File: src/rtl/pwm_timer_pkg.sv
package pwm_timer_pkg;

  // Operating mode encoding, decoded by the counter and the waveform stages
  typedef enum logic [1:0] {
    TM_NORMAL = 2'd0,
    TM_SINGLE = 2'd1,
    TM_DUAL   = 2'd2,
    TM_SPARE  = 2'd3
  } tmode_e;

endpackage

File: src/rtl/pwm_rst_sync.sv
module pwm_rst_sync #(
  parameter int STAGES = 2
) (
  input  logic clk,
  input  logic rst_async_n,
  output logic rst_sync_n
);

  logic [STAGES-1:0] sr_q;
  logic [STAGES-1:0] sr_d;

  always_comb begin
    sr_d = {sr_q[STAGES-2:0], 1'b1};
  end

  always_ff @(posedge clk or negedge rst_async_n) begin
    if (!rst_async_n) begin
      sr_q <= '0;
    end else begin
      sr_q <= sr_d;
    end
  end

  assign rst_sync_n = sr_q[STAGES-1];

endmodule

File: src/rtl/pwm_shadow_reg.sv
module pwm_shadow_reg #(
  parameter int           W       = 16,
  parameter logic [W-1:0] RST_VAL = '0
) (
  input  logic         clk,
  input  logic         rst_n,
  input  logic         run_i,
  input  logic         we_i,
  input  logic [W-1:0] wdata_i,
  input  logic         upd_i,
  output logic [W-1:0] act_o,
  output logic [W-1:0] nxt_o,
  output logic         pend_o
);

  logic [W-1:0] act_q, act_d;
  logic [W-1:0] buf_q, buf_d;
  logic         pend_q, pend_d;
  logic [W-1:0] commit_val;

  // value that becomes active at the coming edge when the timer runs
  always_comb begin
    commit_val = (upd_i && pend_q) ? buf_q : act_q;
  end

  always_comb begin
    act_d  = commit_val;
    buf_d  = buf_q;
    pend_d = pend_q;
    if (upd_i) begin
      pend_d = 1'b0;
    end
    if (we_i) begin
      buf_d = wdata_i;
      if (run_i) begin
        pend_d = 1'b1;
      end else begin
        act_d  = wdata_i;
        pend_d = 1'b0;
      end
    end
  end

  always_ff @(posedge clk or negedge rst_n) begin
    if (!rst_n) begin
      act_q  <= RST_VAL;
      buf_q  <= RST_VAL;
      pend_q <= 1'b0;
    end else begin
      act_q  <= act_d;
      buf_q  <= buf_d;
      pend_q <= pend_d;
    end
  end

  assign act_o  = act_q;
  assign nxt_o  = commit_val;
  assign pend_o = pend_q;


  stop_wr_chk: assert property (@(posedge clk) disable iff (!rst_n)
    (!run_i && we_i) |=> (act_q == $past(wdata_i)) && !pend_q);


  run_wr_chk: assert property (@(posedge clk) disable iff (!rst_n)
    (run_i && we_i) |=> pend_q);


  act_hold_chk: assert property (@(posedge clk) disable iff (!rst_n)
    (!upd_i && !(we_i && !run_i)) |=> $stable(act_q));


  commit_chk: assert property (@(posedge clk) disable iff (!rst_n)
    (upd_i && pend_q && !we_i) |=> !pend_q && (act_q == $past(buf_q)));

endmodule

File: src/rtl/pwm_cnt_core.sv
module pwm_cnt_core
  import pwm_timer_pkg::*;
#(
  parameter int W = 16
) (
  input  logic         clk,
  input  logic         rst_n,
  input  logic         run_i,
  input  tmode_e       mode_i,
  input  logic [W-1:0] per_i,
  input  logic [W-1:0] per_nxt_i,
  output logic [W-1:0] cnt_o,
  output logic         up_o,
  output logic         top_o,
  output logic         bot_o,
  output logic         upd_o
);

  localparam logic [W-1:0] STEP = W'(1);

  logic [W-1:0] cnt_q, cnt_d;
  logic         dir_q, dir_d;
  logic         at_top, at_bot, up_now;

  // direction of the step taken from the current count
  always_comb begin
    at_top = (cnt_q == per_i);
    at_bot = (cnt_q == '0);
    if (at_bot) begin
      up_now = 1'b1;
    end else if (cnt_q >= per_i) begin
      up_now = 1'b0;
    end else begin
      up_now = dir_q;
    end
  end

  always_comb begin
    cnt_d = cnt_q;
    dir_d = dir_q;
    case (mode_i)
      TM_DUAL: begin
        dir_d = up_now;
        if (per_nxt_i == '0) begin
          cnt_d = '0;
        end else if (up_now) begin
          cnt_d = cnt_q + STEP;
        end else begin
          cnt_d = cnt_q - STEP;
        end
      end
      default: begin
        dir_d = 1'b1;
        cnt_d = (cnt_q >= per_i) ? '0 : cnt_q + STEP;
      end
    endcase
  end

  always_comb begin
    upd_o = run_i && ((mode_i == TM_DUAL) ? at_bot : at_top);
  end

  always_ff @(posedge clk or negedge rst_n) begin
    if (!rst_n) begin
      cnt_q <= '0;
      dir_q <= 1'b1;
    end else if (run_i) begin
      cnt_q <= cnt_d;
      dir_q <= dir_d;
    end
  end

  assign cnt_o = cnt_q;
  assign up_o  = up_now;
  assign top_o = at_top;
  assign bot_o = at_bot;


  cnt_hold_chk: assert property (@(posedge clk) disable iff (!rst_n)
    !run_i |=> $stable(cnt_q));


  cnt_step_chk: assert property (@(posedge clk) disable iff (!rst_n)
    (run_i && mode_i != TM_DUAL && cnt_q < per_i) |=> cnt_q == $past(cnt_q) + STEP);


  cnt_wrap_chk: assert property (@(posedge clk) disable iff (!rst_n)
    (run_i && mode_i != TM_DUAL && cnt_q >= per_i) |=> cnt_q == '0);


  dual_turn_chk: assert property (@(posedge clk) disable iff (!rst_n)
    (run_i && mode_i == TM_DUAL && per_i != '0 && cnt_q == per_i) |=> cnt_q == $past(cnt_q) - STEP);


  dual_rise_chk: assert property (@(posedge clk) disable iff (!rst_n)
    (run_i && mode_i == TM_DUAL && cnt_q == '0 && per_nxt_i != '0) |=> cnt_q == STEP);

endmodule

File: src/rtl/pwm_wave_ch.sv
module pwm_wave_ch
  import pwm_timer_pkg::*;
#(
  parameter int W = 16
) (
  input  logic         clk,
  input  logic         rst_n,
  input  logic         run_i,
  input  tmode_e       mode_i,
  input  logic [W-1:0] cnt_i,
  input  logic [W-1:0] cmp_i,
  input  logic         up_i,
  input  logic         top_i,
  input  logic         bot_i,
  output logic         wave_o
);

  logic wave_q, wave_d;
  logic hit;

  always_comb begin
    hit    = (cnt_i == cmp_i);
    wave_d = wave_q;
    case (mode_i)
      TM_SINGLE: begin
        if (top_i) begin
          wave_d = (cmp_i != '0);
        end else if (hit) begin
          wave_d = 1'b0;
        end
      end
      TM_DUAL: begin
        if (hit) begin
          wave_d = !up_i;
        end else if (bot_i) begin
          wave_d = 1'b1;
        end
      end
      default: begin
        wave_d = 1'b0;
      end
    endcase
  end

  always_ff @(posedge clk or negedge rst_n) begin
    if (!rst_n) begin
      wave_q <= 1'b0;
    end else if (run_i) begin
      wave_q <= wave_d;
    end
  end

  assign wave_o = wave_q;


  normal_low_chk: assert property (@(posedge clk) disable iff (!rst_n)
    (run_i && (mode_i == TM_NORMAL || mode_i == TM_SPARE)) |=> !wave_q);


  wave_hold_chk: assert property (@(posedge clk) disable iff (!rst_n)
    !run_i |=> $stable(wave_q));


  single_zero_chk: assert property (@(posedge clk) disable iff (!rst_n)
    (run_i && mode_i == TM_SINGLE && top_i && cmp_i == '0) |=> !wave_q);


  dual_zero_chk: assert property (@(posedge clk) disable iff (!rst_n)
    (run_i && mode_i == TM_DUAL && cmp_i == '0 && !wave_q) |=> !wave_q);

endmodule

File: src/rtl/pwm_timer.sv
module pwm_timer
  import pwm_timer_pkg::*;
#(
  parameter int CNT_W  = 16,
  parameter int NUM_CH = 4
) (
  input  logic              clk,
  input  logic              rst_n,
  input  logic              run_i,
  input  logic [1:0]        mode_i,
  input  logic              per_we_i,
  input  logic [CNT_W-1:0]  per_wdata_i,
  input  logic [NUM_CH-1:0] cmp_we_i,
  input  logic [CNT_W-1:0]  cmp_wdata_i,
  output logic [CNT_W-1:0]  cnt_o,
  output logic [NUM_CH-1:0] wave_o,
  output logic              top_o,
  output logic              bottom_o,
  output logic [NUM_CH-1:0] match_o,
  output logic [NUM_CH:0]   pend_o
);

  localparam int PER_SLOT = NUM_CH;

  logic             rst_core_n;
  tmode_e           mode_s;
  logic [CNT_W-1:0] per_act, per_nxt;
  logic [CNT_W-1:0] cnt_s;
  logic             up_s, top_s, bot_s, upd_s;
  logic [CNT_W-1:0] cmp_act [NUM_CH];
  logic [CNT_W-1:0] cmp_nxt [NUM_CH];

  assign mode_s = tmode_e'(mode_i);

  pwm_rst_sync #(.STAGES(2)) u_rst (
    .clk         (clk),
    .rst_async_n (rst_n),
    .rst_sync_n  (rst_core_n)
  );

  pwm_shadow_reg #(.W(CNT_W), .RST_VAL({CNT_W{1'b1}})) u_per (
    .clk     (clk),
    .rst_n   (rst_core_n),
    .run_i   (run_i),
    .we_i    (per_we_i),
    .wdata_i (per_wdata_i),
    .upd_i   (upd_s),
    .act_o   (per_act),
    .nxt_o   (per_nxt),
    .pend_o  (pend_o[PER_SLOT])
  );

  pwm_cnt_core #(.W(CNT_W)) u_core (
    .clk       (clk),
    .rst_n     (rst_core_n),
    .run_i     (run_i),
    .mode_i    (mode_s),
    .per_i     (per_act),
    .per_nxt_i (per_nxt),
    .cnt_o     (cnt_s),
    .up_o      (up_s),
    .top_o     (top_s),
    .bot_o     (bot_s),
    .upd_o     (upd_s)
  );

  generate
    for (genvar g = 0; g < NUM_CH; g++) begin : g_ch
      pwm_shadow_reg #(.W(CNT_W), .RST_VAL('0)) u_cmp (
        .clk     (clk),
        .rst_n   (rst_core_n),
        .run_i   (run_i),
        .we_i    (cmp_we_i[g]),
        .wdata_i (cmp_wdata_i),
        .upd_i   (upd_s),
        .act_o   (cmp_act[g]),
        .nxt_o   (cmp_nxt[g]),
        .pend_o  (pend_o[g])
      );

      pwm_wave_ch #(.W(CNT_W)) u_wave (
        .clk    (clk),
        .rst_n  (rst_core_n),
        .run_i  (run_i),
        .mode_i (mode_s),
        .cnt_i  (cnt_s),
        .cmp_i  (cmp_nxt[g]),
        .up_i   (up_s),
        .top_i  (top_s),
        .bot_i  (bot_s),
        .wave_o (wave_o[g])
      );

      assign match_o[g] = (cnt_s == cmp_act[g]);
    end
  endgenerate

  assign cnt_o    = cnt_s;
  assign top_o    = top_s;
  assign bottom_o = bot_s;

endmodule

File: config.mk
export PLATFORM = sky130hd
export DESIGN_NAME = pwm_timer
export DESIGN_NICKNAME = d
export VERILOG_FILES = /design/src/rtl/pwm_timer_pkg.sv /design/src/rtl/pwm_rst_sync.sv /design/src/rtl/pwm_shadow_reg.sv /design/src/rtl/pwm_cnt_core.sv /design/src/rtl/pwm_wave_ch.sv /design/src/rtl/pwm_timer.sv
export SDC_FILE = /design/constraint.sdc
export NUM_CORES = 1
export LEC_CHECK = 0
export BUFFER_PORTS_ARGS = -buffer_cell sky130_fd_sc_hd__buf_2
export CAP_MARGIN = 20
export CORE_MARGIN = 1.5
export CORE_UTILIZATION = 35
export DETAILED_ROUTE_END_ITERATION = 8
export GPL_ROUTABILITY_DRIVEN = 0
export GPL_TIMING_DRIVEN = 0
export HOLD_SLACK_MARGIN = 0.05
export PLACE_DENSITY_LB_ADDON = 0.08
export SLEW_MARGIN = 10
export SYNTH_ARGS = -nofsm -noshare
export SYNTH_HDL_FRONTEND = slang
export SYNTH_SLANG_ARGS = --single-unit
File: constraint.sdc
create_clock -name clk -period 5.52 [get_ports clk]
set_input_delay 0.552 -clock clk [delete_from_list [all_inputs] [get_ports clk]]
set_output_delay 0.552 -clock clk [all_outputs]
set_load 0.05 [all_outputs]
==> flow_summary.yaml <==
synth:
  syn_inst: 1147
  yosysWarnings: 0
  synth.avg_cell_area_um2: 9.99
  synth.top_cell.area_share: 0.338
  synth.net_count: 1210
  yosys.area.top_type: "dfrtp_1"
  yosysUniqueCellTypes: 69
  async_flop_share: 1.00
  ys_seq_elements: 188
  yosys-top-cells-area: "dfrtp_1, mux2i_1, dfstp_2"
  synth_edf_count: 0
  synth_seq_area_share: 0.414
  yosys-top-cells-count: "dfrtp_1, nand2_1, mux2i_1"
  netlist_area_um2: 11500
  synth_ff_type: "dfrtp_1"
  synth.most_common_cell: "dfrtp_1"
grt:
  grtUsageTotal: 0.253
  grt_max_degree: 60
  antenna_found_initial: 2
  grt_pass1_vias: 9140
  overflow: 0
  grt_pass1_wl_um: 61500
cells_and_area:
  register_area_um2: 4750
  multiInputGateArea_um2: 6130
  final_util: 0.401
  layout-drive-gt1-share: 0.213
  fillerInstances: 3287
  areaGrowthSynthToFinish_pct: 13.3
  diodes: 0
  fin_nets: 1302
sta:
  grt_setup_unrepaired: "false"
  tightest_slew_ns: 1.10
  finalCritPeriodShare: 0.712
  final-setup-viol-count: 0
  max_freq_ghz: 0.254
  fin_skew_ns: 0.0152
  timing.final.ws_setup_ns: 1.59
  drv_slew: 0
  finalCriticalPeriod_ns: 3.93
  timing.hold.ws_ns: 0.295
  fin_tns_setup_ns: 0
  finalHoldViolCount: 0
  slew_headroom: 0.264
clock_tree:
  clockBufferDepth: 2
  clock_tree.root_cell: "clkbuf_16"
  clk_latency_ns: 0.47
  clkSinkCount: 188
  htreeDepth: 4
  cts_tree: "yes"
  clk_pin_slew_worst_paths_ns: 0.08
  cts_buffers: 17
setup_path:
  crit_family: "buffers and inverters"
  cp.arrival_ns: 3.38
  cpMaxStageDelayCell: "clkbuf_1"
  cp-end-kind: "output pin"
  cp_max_fo: 10
  critical_path_class: "register to output pin"
  critPathLaunch: "u_core.cnt_o[10]"
  rrSetupSlack_ns: 1.61
  rr_endpoint: "g_ch[0].u_wave.wave_o"
  startpoint_type: "register"
  cp_data_required_time_ns: 4.97
  crit_path_cell_trace: "clkbuf_1 > xor2_1 > nor4_1 > nand4_1 > a21oi_1 > buf_2"
  worstRegToRegCells: 12
  cp_slowest_stage_delay_ns: 0.88
  crit_buf_inv: 2
  r2r-start: "u_core.cnt_o[0]"
pwr:
  max-vdd-ir-drop_v: 0.000241
  power_uw: 5160
  leakagePower_uw: 0.00578
  powerDensity_nw_per_um2: 398
die:
  io_pins: 73
  coreArea_um2: 32400
  die_h_um: 184
  die_w_um: 184
  start_util: 0.354
  die_area_um2: 33800
  fp-row-count: 66
placement:
  place_ws_ns: 1.70
  port_buffers: 68
  dp_hpwl_um: 30000
worst_hold_path:
  holdPathEnd: "u_per.act_o[3]"
  hold_depth: 3
  worstHoldPathType: "input port to register"
  min-delay-start: "per_wdata_i[3]"
route:
  ant_nets: 0
  dr.pass1.iters: 7
  avgRoutedWirePerCell_um: 24.7
  via_per_inst: 5.59
  drc: 0
  num_vias: 9466
  drt_wl_total_um: 41800
  drt-initial-drc-count: 963
flow_run:
  maxCapViolations: 0
outcome:
  status: "finished, final reports clean"
flip-flops by register name (all words and copies together), names as in the netlist:
register,cells
g_ch.u_wave.wave_o,4
g_ch.u_cmp.pend_o,4
u_per.buf_q,16
u_per.pend_o,1
g_ch.u_cmp.buf_q,64
u_per.act_o,16
g_ch.u_cmp.act_o,64
u_core.dir_q,1
u_rst.sr_q,2
u_core.cnt_o,16
logic make-up after synthesis:
group                    count (synthesis)  share of synthesized area
AO/OA/AOI/OAI                          191                      0.108
multiplexers                           171                      0.158
AND/OR/NAND/NOR                        340                      0.159
adder cells (fa/ha/maj)                 21                     0.0229
buffers and inverters                  122                     0.0511
other                                    1                   0.000327
XOR/XNOR                               113                     0.0864
flip-flops                             188                      0.414
tightest hold or removal path, cell delays in order:
cell	delay, ns
buf_2	0.10
nand2_1	0.04
o21ai_0	0.06
layer usage:
metal  share of wire  track usage
met5         0.00026            0
met4           0.029       0.0970
met3           0.063       0.0497
met2            0.45        0.384
met1            0.46        0.352
power by group:
part           internal, µW  switching (µW)  total [µW]
Combinational           706            1380        2080
Clock                   596             597        1190
Sequential             1600             293        1890
metrics by stage:
step	area, µm²	std cells
detailed placement	12400	1661
global placement	12400	1657
floorplan	11500	1147
finish	13000	1694
global route	13000	1694
CTS	13000	1694
cell type report:
class | instances | share of cell area
clock inverter | 11 | 0.00655
tap | 442 | 0.0426
inverter | 41 | 0.0118
sequential | 188 | 0.366
clock buffer | 21 | 0.0347
buffer | 81 | 0.0332
multi-input combinational | 837 | 0.472
timing repair buffer | 73 | 0.0336
cells in the final DEF, fill, tap and decap left out, types with 31 or more instances in the layout:
| cell type | instances |
|---|---|
| a21oi_1 | 31 |
| buf_2 | 85 |
| clkbuf_1 | 38 |
| dfrtp_1 | 154 |
| dfstp_2 | 33 |
| inv_1 | 41 |
| mux2_2 | 77 |
| mux2i_1 | 93 |
| nand2_1 | 95 |
| nor2_1 | 61 |
| nor4_1 | 68 |
| o21ai_0 | 86 |
| xor2_1 | 84 |
worst max-delay path by stage:
stage,cells after the start,end
after floorplan,5,match_o[0]
after global placement,0,g_ch[2].u_wave.wave_o
after detailed placement,12,g_ch[0].u_wave.wave_o
after CTS,6,match_o[3]
after global routing,12,g_ch[0].u_wave.wave_o
final,6,match_o[3]
timing repair:
item	CTS	global route
buffers inserted	0	0
resized for setup	0	0
hold endpoints to repair	2	0
hold buffers	1	0
(Power assumes the default switching activity.)
